### src/rtl/msi_pkg.sv
package msi_pkg;
  typedef enum logic [1:0] {
    LS_I = 2'd0,
    LS_S = 2'd1,
    LS_M = 2'd2
  } line_st_e;

  typedef enum logic [1:0] {
    BC_NONE = 2'd0,
    BC_RD   = 2'd1,
    BC_RDX  = 2'd2,
    BC_UPG  = 2'd3
  } bus_cmd_e;

  typedef enum logic [1:0] {
    PH_IDLE = 2'd0,
    PH_ARB  = 2'd1,
    PH_FILL = 2'd2
  } phase_e;
endpackage

### src/rtl/msi_snoop_side.sv
module msi_snoop_side
  import msi_pkg::*;
(
  input  line_st_e cur_st,
  input  logic     snp_valid,
  input  bus_cmd_e snp_cmd,
  output line_st_e post_st,
  output logic     snp_supply,
  output logic     snp_wb,
  output logic     lost_copy
);
  logic snp_act;

  assign snp_act = snp_valid && (snp_cmd != BC_NONE);

  always_comb begin
    post_st    = cur_st;
    snp_supply = 1'b0;
    snp_wb     = 1'b0;
    if (snp_act) begin
      case (cur_st)
        LS_M: begin
          snp_supply = 1'b1;
          if (snp_cmd == BC_RD) begin
            snp_wb  = 1'b1;
            post_st = LS_S;
          end else begin
            post_st = LS_I;
          end
        end
        LS_S: begin
          if (snp_cmd != BC_RD) post_st = LS_I;
        end
        default: post_st = cur_st;
      endcase
    end
  end

  assign lost_copy = (post_st == LS_I) && (cur_st != LS_I);
endmodule

### src/rtl/msi_cpu_side.sv
module msi_cpu_side
  import msi_pkg::*;
(
  input  line_st_e post_st,
  input  logic     idle,
  input  logic     cpu_req,
  input  logic     cpu_wr,
  output logic     hit_done,
  output logic     start,
  output bus_cmd_e start_cmd
);
  always_comb begin
    hit_done  = 1'b0;
    start     = 1'b0;
    start_cmd = BC_NONE;
    if (idle && cpu_req) begin
      if (cpu_wr) begin
        case (post_st)
          LS_M:    hit_done = 1'b1;
          LS_S:    begin start = 1'b1; start_cmd = BC_UPG; end
          default: begin start = 1'b1; start_cmd = BC_RDX; end
        endcase
      end else begin
        if (post_st == LS_I) begin
          start     = 1'b1;
          start_cmd = BC_RD;
        end else begin
          hit_done = 1'b1;
        end
      end
    end
  end
endmodule

### src/rtl/msi_miss_tracker.sv
module msi_miss_tracker
  import msi_pkg::*;
(
  input  logic     clk,
  input  logic     rst_n,
  input  logic     start,
  input  bus_cmd_e start_cmd,
  input  logic     lost_copy,
  input  logic     bus_gnt,
  input  logic     fill_valid,
  output logic     idle,
  output logic     bus_req,
  output bus_cmd_e bus_cmd,
  output bus_cmd_e pend_cmd,
  output logic     upg_granted,
  output logic     fill_done
);
  phase_e   phase_q, phase_d;
  bus_cmd_e cmd_q, cmd_d;
  logic     cmd_en;

  always_comb begin
    phase_d = phase_q;
    cmd_d   = cmd_q;
    cmd_en  = 1'b0;
    case (phase_q)
      PH_IDLE: begin
        if (start) begin
          phase_d = PH_ARB;
          cmd_d   = start_cmd;
          cmd_en  = 1'b1;
        end
      end
      PH_ARB: begin
        if (lost_copy && cmd_q == BC_UPG) begin
          cmd_d  = BC_RDX;
          cmd_en = 1'b1;
        end else if (bus_gnt) begin
          phase_d = (cmd_q == BC_UPG) ? PH_IDLE : PH_FILL;
        end
      end
      PH_FILL: begin
        if (fill_valid) phase_d = PH_IDLE;
      end
      default: phase_d = PH_IDLE;
    endcase
  end

  always_ff @(posedge clk or negedge rst_n) begin
    if (!rst_n) begin
      phase_q <= PH_IDLE;
      cmd_q   <= BC_NONE;
    end else begin
      phase_q <= phase_d;
      if (cmd_en) cmd_q <= cmd_d;
    end
  end

  assign idle        = (phase_q == PH_IDLE);
  assign bus_req     = (phase_q == PH_ARB);
  assign bus_cmd     = bus_req ? cmd_q : BC_NONE;
  assign pend_cmd    = cmd_q;
  assign upg_granted = bus_req && bus_gnt && (cmd_q == BC_UPG) && !lost_copy;
  assign fill_done   = (phase_q == PH_FILL) && fill_valid;

  // a lost upgrade turns into a write miss still waiting for the bus
  assert_demote_R10: assert property (@(posedge clk) disable iff (!rst_n)
    (phase_q == PH_ARB && cmd_q == BC_UPG && lost_copy) |=> (bus_req && bus_cmd == BC_RDX));
endmodule

### src/rtl/msi_line_agent.sv
module msi_line_agent
  import msi_pkg::*;
(
  input  logic       clk,
  input  logic       rst_n,
  input  logic       cpu_req,
  input  logic       cpu_wr,
  output logic       cpu_done,
  output logic [1:0] line_state,
  output logic       bus_req,
  input  logic       bus_gnt,
  output logic [1:0] bus_cmd,
  input  logic       snp_valid,
  input  logic [1:0] snp_cmd,
  output logic       snp_supply,
  output logic       snp_wb,
  input  logic       fill_valid
);
  line_st_e state_q, state_d, post_st;
  bus_cmd_e start_cmd, bus_cmd_e_w, pend_cmd;
  logic     lost_copy, idle, hit_done, start, upg_granted, fill_done;

  msi_snoop_side u_snoop (
    .cur_st     (state_q),
    .snp_valid  (snp_valid),
    .snp_cmd    (bus_cmd_e'(snp_cmd)),
    .post_st    (post_st),
    .snp_supply (snp_supply),
    .snp_wb     (snp_wb),
    .lost_copy  (lost_copy)
  );

  msi_cpu_side u_cpu (
    .post_st   (post_st),
    .idle      (idle),
    .cpu_req   (cpu_req),
    .cpu_wr    (cpu_wr),
    .hit_done  (hit_done),
    .start     (start),
    .start_cmd (start_cmd)
  );

  msi_miss_tracker u_trk (
    .clk         (clk),
    .rst_n       (rst_n),
    .start       (start),
    .start_cmd   (start_cmd),
    .lost_copy   (lost_copy),
    .bus_gnt     (bus_gnt),
    .fill_valid  (fill_valid),
    .idle        (idle),
    .bus_req     (bus_req),
    .bus_cmd     (bus_cmd_e_w),
    .pend_cmd    (pend_cmd),
    .upg_granted (upg_granted),
    .fill_done   (fill_done)
  );

  always_comb begin
    if (fill_done)        state_d = (pend_cmd == BC_RD) ? LS_S : LS_M;
    else if (upg_granted) state_d = LS_M;
    else                  state_d = post_st;
  end

  always_ff @(posedge clk or negedge rst_n) begin
    if (!rst_n) state_q <= LS_I;
    else        state_q <= state_d;
  end

  assign cpu_done   = hit_done || upg_granted || fill_done;
  assign line_state = state_q;
  assign bus_cmd    = bus_cmd_e_w;

  // a read request is only offered for an Invalid line
  assert_rd_from_inv_R3: assert property (@(posedge clk) disable iff (!rst_n)
    (bus_req && bus_cmd == BC_RD) |-> (line_state == LS_I));
  // an upgrade is only offered while the line is Shared
  assert_upg_from_shr_R5: assert property (@(posedge clk) disable iff (!rst_n)
    (bus_req && bus_cmd == BC_UPG) |-> (line_state == LS_S));
  // a finished write leaves the line Modified
  assert_wr_done_mod_R4: assert property (@(posedge clk) disable iff (!rst_n)
    (cpu_done && cpu_wr) |=> (line_state == LS_M));
  // Modified line snooping a read ends Shared
  assert_mod_rd_snoop_R8: assert property (@(posedge clk) disable iff (!rst_n)
    (snp_valid && snp_cmd == BC_RD && line_state == LS_M) |=> (line_state == LS_S));
  // any valid line snooping an invalidating command ends Invalid
  assert_inv_snoop_R7: assert property (@(posedge clk) disable iff (!rst_n)
    (snp_valid && (snp_cmd == BC_RDX || snp_cmd == BC_UPG) && line_state != LS_I)
      |=> (line_state == LS_I));
endmodule

### config.mk
export PLATFORM = sky130hd
export DESIGN_NAME = msi_line_agent
export DESIGN_NICKNAME = d
export VERILOG_FILES = /design/src/rtl/msi_pkg.sv /design/src/rtl/msi_snoop_side.sv /design/src/rtl/msi_cpu_side.sv /design/src/rtl/msi_miss_tracker.sv /design/src/rtl/msi_line_agent.sv
export SDC_FILE = /design/constraint.sdc
export NUM_CORES = 1
export LEC_CHECK = 0
export ABC_AREA = 1
export BUFFER_PORTS_ARGS = -buffer_cell sky130_fd_sc_hd__buf_4
export CELL_PAD_IN_SITES_DETAIL_PLACEMENT = 1
export CELL_PAD_IN_SITES_GLOBAL_PLACEMENT = 2
export CORE_ASPECT_RATIO = 0.9
export CORE_UTILIZATION = 27
export CTS_BUF_LIST = sky130_fd_sc_hd__clkbuf_4
export CTS_CLUSTER_DIAMETER = 30
export DETAILED_ROUTE_END_ITERATION = 16
export GPL_ROUTABILITY_DRIVEN = 0
export PLACE_DENSITY_LB_ADDON = 0.1
export SYNTH_ARGS = -nofsm -noshare
export SYNTH_HDL_FRONTEND = slang
export SYNTH_HIERARCHICAL = 1
export SYNTH_SLANG_ARGS = --single-unit
export TNS_END_PERCENT = 20
### constraint.sdc
create_clock -name clk -period 2.5 [get_ports clk]
set_input_delay 0.375 -clock clk [delete_from_list [all_inputs] [get_ports clk]]
set_output_delay 0.375 -clock clk [all_outputs]
set_load 0.01 [all_outputs]
### Yosys cells after proc, flatten, opt, wreduce, memory -nomap -nowiden

Cells that the tools add are included.

* bits in read-only memories: 0
* latch bits: 0
* register bits after elaboration: 6
* RAM bits: 0
* output and inout bits: 8
* memories kept: 0

* reduce and logical (&&, ||, !) cells: 18
* $add $sub $neg: 0
* $mul: 0
* magnitude comparators: 0
* shifts and indexed selects: 0
* multiplexer cells: 37
* bitwise operators: 0
* equal/unequal tests: 15
* div/mod/pow operators: 0

Operators with widths (count)
* 2-bit 2-to-1 mux: 15
* 1-bit 2-to-1 mux: 17
* 2-bit case mux with 2 select lines: 3
* 2-bit by 1-bit == test with 1-bit output, second input constant: 5
* 2-bit inequality test, second input constant: 5
* 2-bit == test, second input constant: 4
* 1-bit logical AND: 8
* 4-bit AND reduction: 2
* 2-bit case mux with 3 select lines: 1
* 2-bit nonzero test: 3
* 2-bit zero test: 2
* 1-bit logical OR: 2
* 2-bit by 1-bit inequality test with 1-bit output, second input constant: 1
* 1-bit case mux with 2 select lines: 1
* 1-bit zero test: 1

### Longest topological paths before layout

Gate-level depths: netlist (run 1).

* depth after elaboration: 11
* depth in mapped cells: 18

### Cells and area by module

Netlist (run 1), hierarchy kept.

By module, submodules not included
* msi_miss_tracker: cells each 41, instances 1, area each 267.8 um^2
* msi_snoop_side: cells each 29, instances 1, area each 176.4 um^2
* msi_line_agent: cells each 13, instances 1, area each 98.8 um^2
* msi_cpu_side: cells each 16, instances 1, area each 66.3 um^2

### Worst setup path before layout (run 1)

No wires, ideal clock.

* path kind: register to output
* start: reg state_q[0] (netlist: line_state[0])
* end: out cpu_done
* slack: 584 ps
* stages on the path, launching flop included: 13
* arrival: 1541 ps
* cell sequence: dfrtp_1 > inv_1 > ha_1 > inv_1 > nor2_2 > nand2_2 > nand2_1 > inv_1 > inv_1 > nand2_2 > a21oi_1 > inv_1 > nand2_1

* cells in the longest elaborated chain, start to end: 9
* elaborated cells on any way between the ends: 17

RTL lines
* start, declared: RTL line msi_line_agent.sv:19 `line_st_e state_q, state_d, post_st;`
* start signal, assigned: RTL line msi_line_agent.sv:67 `else state_q <= state_d;`
* 2-bit by 1-bit == test with 1-bit output, or another cell as far along: RTL line msi_snoop_side.sv:21 `case (cur_st)`
* 2-bit case mux with 2 select lines: RTL line msi_snoop_side.sv:21
* 2-bit 2-to-1 mux (*): RTL line msi_snoop_side.sv:20 `if (snp_act) begin`
* net post_st[0]: RTL line msi_line_agent.sv:19
* 2-bit == test / 2-bit zero test (equally long branches): RTL line msi_cpu_side.sv:18, msi_cpu_side.sv:24
* 1-bit 2-to-1 mux (on tied branches): RTL line msi_cpu_side.sv:18, msi_cpu_side.sv:24
* 1-bit 2-to-1 mux (*): RTL line msi_cpu_side.sv:17 `if (cpu_wr) begin`
* 1-bit 2-to-1 mux (*): RTL line msi_cpu_side.sv:16 `if (idle && cpu_req) begin`
* net hit_done: RTL line msi_line_agent.sv:21 `logic lost_copy, idle, hit_done, start, upg_granted, fill_done;`
* 1-bit logical OR (*) (2 in series): RTL line msi_line_agent.sv:70 `assign cpu_done = hit_done || upg_granted || fill_done;`
* end, declared: RTL line msi_line_agent.sv:8 `output logic cpu_done,`

Mark *: on every way through the listed nets, which the timed path passes. The rest lies on a longest branch.

### Final worst setup path (run 1)

Same ends and word-level chain as after synthesis.

==> impl_table.tex, run 1 <==
\begin{tabular}{lr}
\hline
Metric & Value \\
\hline
\multicolumn{2}{l}{\textbf{Synth}} \\
\quad Dominant register cell in the synthesized netlist & sky130\_fd\_sc\_hd\_\_dfrtp\_1 \\
\quad Area leader, netlist & sky130\_fd\_sc\_hd\_\_dfrtp\_1 \\
\quad Number of enable-type register cells in the synthesized netlist & 0 \\
\quad Netlist Area Pre-Place & 609.3 um\^{}2 \\
\quad Number of unique standard cell types used by synthesis & 18 \\
\quad Mapped Avg Cell Area & 6.155 um\^{}2 \\
\quad Most common library cells after synthesis & sky130\_fd\_sc\_hd\_\_nand2\_1, sky130\_fd\_sc\_hd\_\_inv\_1, sky130\_fd\_sc\_hd\_\_nand3\_1 \\
\quad Count of mapped cells out of synthesis & 99 \\
\quad Fraction of synthesis flops using an asynchronous set or reset pin & 100.0\% \\
\quad Top-count cell post-synth & sky130\_fd\_sc\_hd\_\_nand2\_1 \\
\quad Post-synthesis net count & 112 \\
\quad Register bit total from synthesis & 6 \\
\quad Sequential cell area fraction in the yosys report & 24.64\% \\
\quad Synthesis warning total & 6 \\
\quad Proportion of netlist area held by the largest area contributor & 24.64\% \\
\quad Top post-synthesis cells by area & sky130\_fd\_sc\_hd\_\_dfrtp\_1, sky130\_fd\_sc\_hd\_\_nand2\_1, sky130\_fd\_sc\_hd\_\_inv\_1 \\
\multicolumn{2}{l}{\textbf{Timing}} \\
\quad Final critical path time including I/O delays and setup & 2.294 ns \\
\quad Max Clock Freq & 435.9 MHz \\
\quad Period utilization & 91.77\% \\
\quad Setup violation total in the final timing report & 0 \\
\quad Total count of max-transition violations in the final report & 0 \\
\quad Remaining max-slew budget at the tightest pin & 60.04\% \\
\quad Post-Route Setup TNS & 0 ns \\
\quad Fin. Hold Viols & 0 \\
\quad Final setup skew & 0.007428 ns \\
\quad Transition time at the pin with the least slew margin & 0.5948 ns \\
\multicolumn{2}{l}{\textbf{CTS}} \\
\quad TritonCTS clock tree & built \\
\quad Source-to-sink clock delay at the later pin of the worst-skew pair & 0.24 ns \\
\quad Clock transition at the registers of the reported paths & 0.05 ns \\
\quad Root Buffer & sky130\_fd\_sc\_hd\_\_clkbuf\_4 \\
\quad CTS H-tree depth & 1 \\
\quad Num CTS Buffers & 3 \\
\quad Clk sink count & 6 \\
\quad Number of buffers between clock root and the deepest sink & 2 \\
\multicolumn{2}{l}{\textbf{Global route}} \\
\quad Met3 Usage GRT & 0.9709\% \\
\quad Via count of the first global-routing pass & 581 \\
\quad GRT Overall Usage & 14.91\% \\
\quad GR met2 Demand/Resource & 23.08\% \\
\quad Total grt overflow & 0 \\
\quad Maximum number of pins on one net before global-route repair & 7 \\
\quad Met1 Use GR & 21.47\% \\
\quad Number of antenna violations at the first check in global routing & 0 \\
\quad First-pass GRT wire length & 2.622 mm \\
\quad Grt peak-use layer & met2 \\
\multicolumn{2}{l}{\textbf{Critical path}} \\
\quad Worst reg2reg path endpoint & u\_trk/pend\_cmd[0] \\
\quad Worst path most repeated cell & sky130\_fd\_sc\_hd\_\_nand2\_1 \\
\quad Element type at the critical path end & output pin \\
\quad Worst EP arrival & 1.92 ns \\
\quad Reg-to-reg setup timing slack & 0.57 ns \\
\quad Category of the most critical setup path & register to output pin \\
\quad Critical path cell sequence & buf\_4 -> ha\_1 -> nand2\_1 -> nand2\_1 -> nand3\_1 -> nand2\_2 -> nand2\_1 -> inv\_1 -> inv\_1 -> nand2\_2 -> a21oi\_1 -> inv\_1 -> nand2\_1 -> buf\_4 \\
\quad Highest cell delay on the worst timing path & 0.43 ns \\
\quad Number of cells on the worst reg-to-reg path & 14 \\
\quad Critical path launch point type & register \\
\quad Endpoint of the most critical setup path & cpu\_done \\
\quad Biggest fanout along the worst timing path & 5 \\
\quad First element of the critical path & line\_state[0] \\
\quad Slowest cell on crit path & sky130\_fd\_sc\_hd\_\_dfrtp\_1 \\
\quad R2r startpoint & line\_state[0] \\
\quad Data required time at the worst endpoint & 2.12 ns \\
\multicolumn{2}{l}{\textbf{Cells and area}} \\
\quad Final Non-Filler Cells & 146 \\
\quad Layout cells sized above 1 & 30.58\% \\
\quad Number of antenna diodes & 0 \\
\quad Area taken by multi-input logic gates & 376.6 um\^{}2 \\
\quad Synthesis-to-layout area growth & 32.85\% \\
\quad Final nets & 136 \\
\quad Register Area & 151.4 um\^{}2 \\
\quad Total of fill cells in the finished design & 273 \\
\multicolumn{2}{l}{\textbf{Min path}} \\
\quad Hold Path Class & primary input to register \\
\quad Worst Hold Path Cells & 4 \\
\multicolumn{2}{l}{\textbf{Floorplan}} \\
\quad Die boundary width & 52.08 um \\
\quad Die outline area & 2451 um\^{}2 \\
\quad Number of placement rows & 15 \\
\quad Number of primary I/O pins & 17 \\
\quad Core outline area & 2027 um\^{}2 \\
\quad Starting density of the core & 30.06\% \\
\quad Die span in y & 47.07 um \\
\multicolumn{2}{l}{\textbf{Detailed routing}} \\
\quad Routed wire length & 1.594 mm \\
\quad Number of vias per cell after detailed routing & 4.356 \\
\quad Wire length per cell & 10.92 um \\
\quad DRC violations left & 0 \\
\quad First-pass DRT Iterations & 3 \\
\quad DR iter-0 viols & 3 \\
\quad Total via count in the routed design & 636 \\
\quad Count of antenna-violating nets left after detailed routing & 0 \\
\multicolumn{2}{l}{\textbf{Place}} \\
\quad \# placed instances & 140 \\
\quad Number of buffers added on ports & 16 \\
\quad Post-DP HPWL & 1.343 mm \\
\multicolumn{2}{l}{\textbf{Power and ir drop}} \\
\quad Worst IR Drop VDD & 332.5 uV \\
\quad Leakage & 0.4776 nW \\
\quad Ratio of total power to cell area & 905.5 nW/um\^{}2 \\
\multicolumn{2}{l}{\textbf{Run status}} \\
\quad Outcome & finished clean \\
\multicolumn{2}{l}{\textbf{Job}} \\
\quad \# Max-Cap Violations & 0 \\
\hline
\end{tabular}
[metrics by stage]
step	power, mW	util, %	instance area (um^2)	hold slack (ns)	setup slack, ns
6_report	0.7330	39.94	809.5	0.4352	0.2058
5_1_grt	0.8251	39.94	809.5	0.4620	-0.009512
4_1_cts	0.7223	39.14	793.3	0.4237	0.1188
3_5_place_dp	0.6262	37.53	760.7	0.1861	0.4080
3_3_place_gp	0.6155	37.53	760.7	0.1855	0.4539
2_1_floorplan	0.4842	-	609.3	0.07941	0.5839
[cell type report]
class / instances / share of cell area (%)
clock buffer: 3 / 2.782
inverter: 22 / 10.20
multi-input combinational: 71 / 46.52
sequential: 6 / 18.70
tap: 25 / 3.864
timing repair buffer: 19 / 17.93
[routing by layer]
layer  vias to the layer above  wire length, um
li1                        343                -
met1                       284              862
met2                         9              695
met3                         0               36
met4                         0                0
met5                         -                0
[layout by cell type, fill, tap and decap left out]
cell and instances:
sky130_fd_sc_hd__nor2_4 1, sky130_fd_sc_hd__nand3_1 11, sky130_fd_sc_hd__nor2_1 8, sky130_fd_sc_hd__nor4_1 1, sky130_fd_sc_hd__a21oi_1 1, sky130_fd_sc_hd__o21ai_2 1, sky130_fd_sc_hd__inv_2 2, sky130_fd_sc_hd__o21bai_1 1
sky130_fd_sc_hd__nand2_2 5, sky130_fd_sc_hd__buf_4 18, sky130_fd_sc_hd__ha_1 4, sky130_fd_sc_hd__nor2_2 3, sky130_fd_sc_hd__clkbuf_4 3, sky130_fd_sc_hd__nand3_2 2, sky130_fd_sc_hd__dfrtp_1 5, sky130_fd_sc_hd__nand2_1 30
sky130_fd_sc_hd__dlygate4sd3_1 1, sky130_fd_sc_hd__a21oi_2 1, sky130_fd_sc_hd__nor3_1 1, sky130_fd_sc_hd__inv_1 20, sky130_fd_sc_hd__dfrtp_2 1, sky130_fd_sc_hd__or2_1 1
[cell families (layout without fill, tap and decap cells)]
| family | Yosys count | after routing | synth area share, % |
|---|---|---|---|
| flip-flops | 6 | 6 | 24.64 |
| buffers and inverters | 22 | 44 | 13.55 |
| AND/OR/NAND/NOR | 63 | 63 | 48.67 |
| adder cells (fa/ha/maj) | 4 | 4 | 8.214 |
| AO/OA/AOI/OAI | 4 | 4 | 4.928 |
[report_power, final]
group / switching, mW / total, mW / internal, mW / leakage (nW)
clock: 0.0329 / 0.0871 / 0.0542 / 0.0138
sequential: 0.0525 / 0.187 / 0.135 / 0.0766
combinational: 0.271 / 0.459 / 0.187 / 0.387
[state kept, by name, summed over array words and instances (netlist names)]
register / count
u_trk/phase_q: 2
u_trk/pend_cmd: 2
line_state: 2
[worst max-delay path: cells and delay by family (launching register included)]
kind            cells  cell delay (ns)
compound gates      1             0.14
buf+inv             5             0.46
simple gates        7             0.45
fa+ha+maj           1             0.18
flops               1             0.43
[how the worst min path moves through the flow]
stage | startpoint | end | slack (ns)
after global routing | fill_valid | u_trk/phase_q[1] | 0.46
after CTS | bus_gnt | u_trk/phase_q[0] | 0.42
after floorplan | rst_n | line_state[0] | 0.08
after detailed placement | rst_n | line_state[0] | 0.19
after global placement | rst_n | line_state[1] | 0.19
final | bus_gnt | u_trk/phase_q[0] | 0.44
[repair_timing]
item / CTS / global route
setup buffers: 0 / 2
setup endpoints to repair: 0 / 1
hold buffers: 1 / 0
hold endpoints to repair: 6 / 0
gates resized for setup: 0 / 2
(Power assumes the default switching activity.)
==> run 2, diff against run 1 <==
--- a/config.mk
+++ b/config.mk
@@ -15,7 +15,9 @@
 export CTS_CLUSTER_DIAMETER = 30
 export DETAILED_ROUTE_END_ITERATION = 16
 export GPL_ROUTABILITY_DRIVEN = 0
+export MAX_ROUTING_LAYER = met4
 export PLACE_DENSITY_LB_ADDON = 0.1
+export REMOVE_ABC_BUFFERS = 1
 export SYNTH_ARGS = -nofsm -noshare
 export SYNTH_HDL_FRONTEND = slang
 export SYNTH_HIERARCHICAL = 1
==> impl_table.tex, run 2 (synthesis gave the netlist of run 1 again) <==
\begin{tabular}{lr}
\hline
Metric & Value \\
\hline
\multicolumn{2}{l}{\textbf{Run status}} \\
\quad Outcome & finished clean \\
\multicolumn{2}{l}{\textbf{Place}} \\
\quad Number of buffers added on ports & 16 \\
\quad Post-DP HPWL & 1.343 mm \\
\quad \# placed instances & 140 \\
\multicolumn{2}{l}{\textbf{CTS}} \\
\quad Number of buffers between clock root and the deepest sink & 2 \\
\quad Clk sink count & 6 \\
\quad Source-to-sink clock delay at the later pin of the worst-skew pair & 0.24 ns \\
\quad Root Buffer & sky130\_fd\_sc\_hd\_\_clkbuf\_4 \\
\quad Clock transition at the registers of the reported paths & 0.05 ns \\
\quad CTS H-tree depth & 1 \\
\quad Num CTS Buffers & 3 \\
\quad TritonCTS clock tree & built \\
\multicolumn{2}{l}{\textbf{Timing}} \\
\quad Max Clock Freq & 438.5 MHz \\
\quad Fin. Hold Viols & 0 \\
\quad Final critical path time including I/O delays and setup & 2.280 ns \\
\quad Transition time at the pin with the least slew margin & 0.5888 ns \\
\quad Total count of max-transition violations in the final report & 0 \\
\quad Unrepaired setup endpoints after global routing & false \\
\quad Final setup skew & 0.007555 ns \\
\quad Period utilization & 91.21\% \\
\quad Post-Route Setup TNS & 0 ns \\
\quad Remaining max-slew budget at the tightest pin & 60.45\% \\
\quad Setup violation total in the final timing report & 0 \\
\multicolumn{2}{l}{\textbf{Min path}} \\
\quad Hold Path Class & primary input to register \\
\multicolumn{2}{l}{\textbf{Critical path}} \\
\quad Highest cell delay on the worst timing path & 0.42 ns \\
\quad Worst EP arrival & 1.91 ns \\
\quad Slowest cell on crit path & sky130\_fd\_sc\_hd\_\_dfrtp\_2 \\
\quad Category of the most critical setup path & register to output pin \\
\quad Cell class contributing the biggest share of worst-path delay & buffers and inverters \\
\quad Worst path most repeated cell & sky130\_fd\_sc\_hd\_\_nand2\_1 \\
\quad Buffer and inverter count on the worst path & 5 \\
\quad Element type at the critical path end & output pin \\
\quad Data required time at the worst endpoint & 2.12 ns \\
\quad Critical path cell sequence & buf\_4 -> ha\_1 -> nand2\_1 -> nand2\_1 -> nand3\_1 -> nand2\_2 -> nand2\_1 -> inv\_1 -> inv\_1 -> nand2\_2 -> a21oi\_1 -> inv\_1 -> nand2\_1 -> buf\_4 \\
\quad Biggest fanout along the worst timing path & 4 \\
\quad Critical path launch point type & register \\
\multicolumn{2}{l}{\textbf{Global route}} \\
\quad First-pass GRT wire length & 2.649 mm \\
\quad Via count of the first global-routing pass & 583 \\
\quad Total grt overflow & 0 \\
\quad Maximum number of pins on one net before global-route repair & 7 \\
\quad GRT Overall Usage & 15.70\% \\
\quad Number of antenna violations at the first check in global routing & 0 \\
\multicolumn{2}{l}{\textbf{Floorplan}} \\
\quad Die boundary width & 52.08 um \\
\quad Core outline area & 2027 um\^{}2 \\
\quad Die outline area & 2451 um\^{}2 \\
\quad Die span in y & 47.07 um \\
\quad Number of primary I/O pins & 17 \\
\quad Starting density of the core & 30.06\% \\
\quad Number of placement rows & 15 \\
\multicolumn{2}{l}{\textbf{Detailed routing}} \\
\quad Routed wire length & 1.585 mm \\
\quad DR iter-0 viols & 3 \\
\quad Number of vias per cell after detailed routing & 4.372 \\
\quad Wire length per cell & 10.93 um \\
\quad DRC violations left & 0 \\
\quad Count of antenna-violating nets left after detailed routing & 0 \\
\quad Total via count in the routed design & 634 \\
\quad First-pass DRT Iterations & 3 \\
\multicolumn{2}{l}{\textbf{Power and ir drop}} \\
\quad Ratio of total power to cell area & 900.3 nW/um\^{}2 \\
\quad Leakage & 0.4723 nW \\
\quad Worst IR Drop VDD & 322.7 uV \\
\multicolumn{2}{l}{\textbf{Cells and area}} \\
\quad Number of antenna diodes & 0 \\
\quad Most frequent standard cell in the layout excluding fill and tap cells & sky130\_fd\_sc\_hd\_\_nand2\_1 \\
\quad Synthesis-to-layout area growth & 31.83\% \\
\quad Area taken by multi-input logic gates & 376.6 um\^{}2 \\
\quad Final nets & 135 \\
\quad Layout cells sized above 1 & 30.00\% \\
\quad Register Area & 152.6 um\^{}2 \\
\quad Total of fill cells in the finished design & 273 \\
\quad Final Non-Filler Cells & 145 \\
\quad Most frequent cells in the layout & sky130\_fd\_sc\_hd\_\_nand2\_1, sky130\_fd\_sc\_hd\_\_inv\_1, sky130\_fd\_sc\_hd\_\_buf\_4 \\
\multicolumn{2}{l}{\textbf{Job}} \\
\quad \# Max-Cap Violations & 0 \\
\hline
\end{tabular}
==> run 2: cell count changes in the layout (fill, tap and decap cells not counted) <==
cell,change
sky130_fd_sc_hd__buf_4,-1
sky130_fd_sc_hd__dfrtp_1,-1
sky130_fd_sc_hd__dfrtp_2,+1
sky130_fd_sc_hd__inv_2,-1
sky130_fd_sc_hd__inv_1,+1
==> run 2: per-stage QoR <==
| step | power [mW] | hold slack, ns | worst slack (ns) | util [%] | area, um^2 |
|---|---|---|---|---|---|
| final | 0.7232 | 0.4353 | 0.2196 | 39.63 | 803.3 |
| after global routing | 0.8164 | 0.4569 | 0.002783 | 39.63 | 803.3 |
| after CTS | 0.7223 | 0.4237 | 0.1188 | 39.14 | 793.3 |
| after detailed placement | 0.6262 | 0.1861 | 0.4080 | 37.53 | 760.7 |
| after global placement | 0.6155 | 0.1855 | 0.4539 | 37.53 | 760.7 |
| after floorplan | 0.4842 | 0.07941 | 0.5839 | - | 609.3 |
==> run 2: worst paths after layout <==
path	from	endpoint	slack (ns)	cells after the start
max reg2reg	line_state[0]	u_trk/pend_cmd[0]	0.57	15
max in group asynchronous	rst_n	line_state[1]	1.90	2
max	line_state[0]	cpu_done	0.22	14
min reg2reg	u_trk/pend_cmd[1]	u_trk/pend_cmd[1]	0.59	2
min	bus_gnt	u_trk/phase_q[0]	0.44	4
min in group asynchronous	rst_n	line_state[0]	0.48	2
==> run 2: worst register-to-register path: cells and delay by family, from the launching register on <==
family                     cells  cell delay [ns]
adders and majority gates      1             0.16
buffers and inverters          4             0.38
DFF                            1             0.42
and+or+nand+nor               10             0.85
==> run 2: power breakdown <==
| part | switching (mW) | internal, mW |
|---|---|---|
| combinational | 0.272 | 0.178 |
| sequential | 0.0489 | 0.136 |
| clock | 0.0329 | 0.0542 |
==> run 2: metal layers <==
layer  vias up  wire length (um)  share of wire [%]  GRT usage (%)
met5         -                 0                  0              -
met4         0                 0                  0          6.486
met3         0                36                2.3          1.942
met2         9               684                 43          23.08
met1       283               865                 55          21.66
li1        342                 -                  -              -
==> run 2: area by class of cell <==
cell class | count | share of cell area [%]
clock buffers | 3 | 2.804
inverters | 22 | 10.28
multi-input cells | 71 | 46.88
flip-flops and latches | 6 | 19.00
well taps | 25 | 3.894
repair buffers | 18 | 17.13
==> run 2: repair_timing <==
item / CTS / global route
hold buffers: 1 / 0
gates resized for setup: 0 / 2
setup buffers: 0 / 1
endpoints found under the hold margin: 6 / 0
setup endpoints to repair: 0 / 1
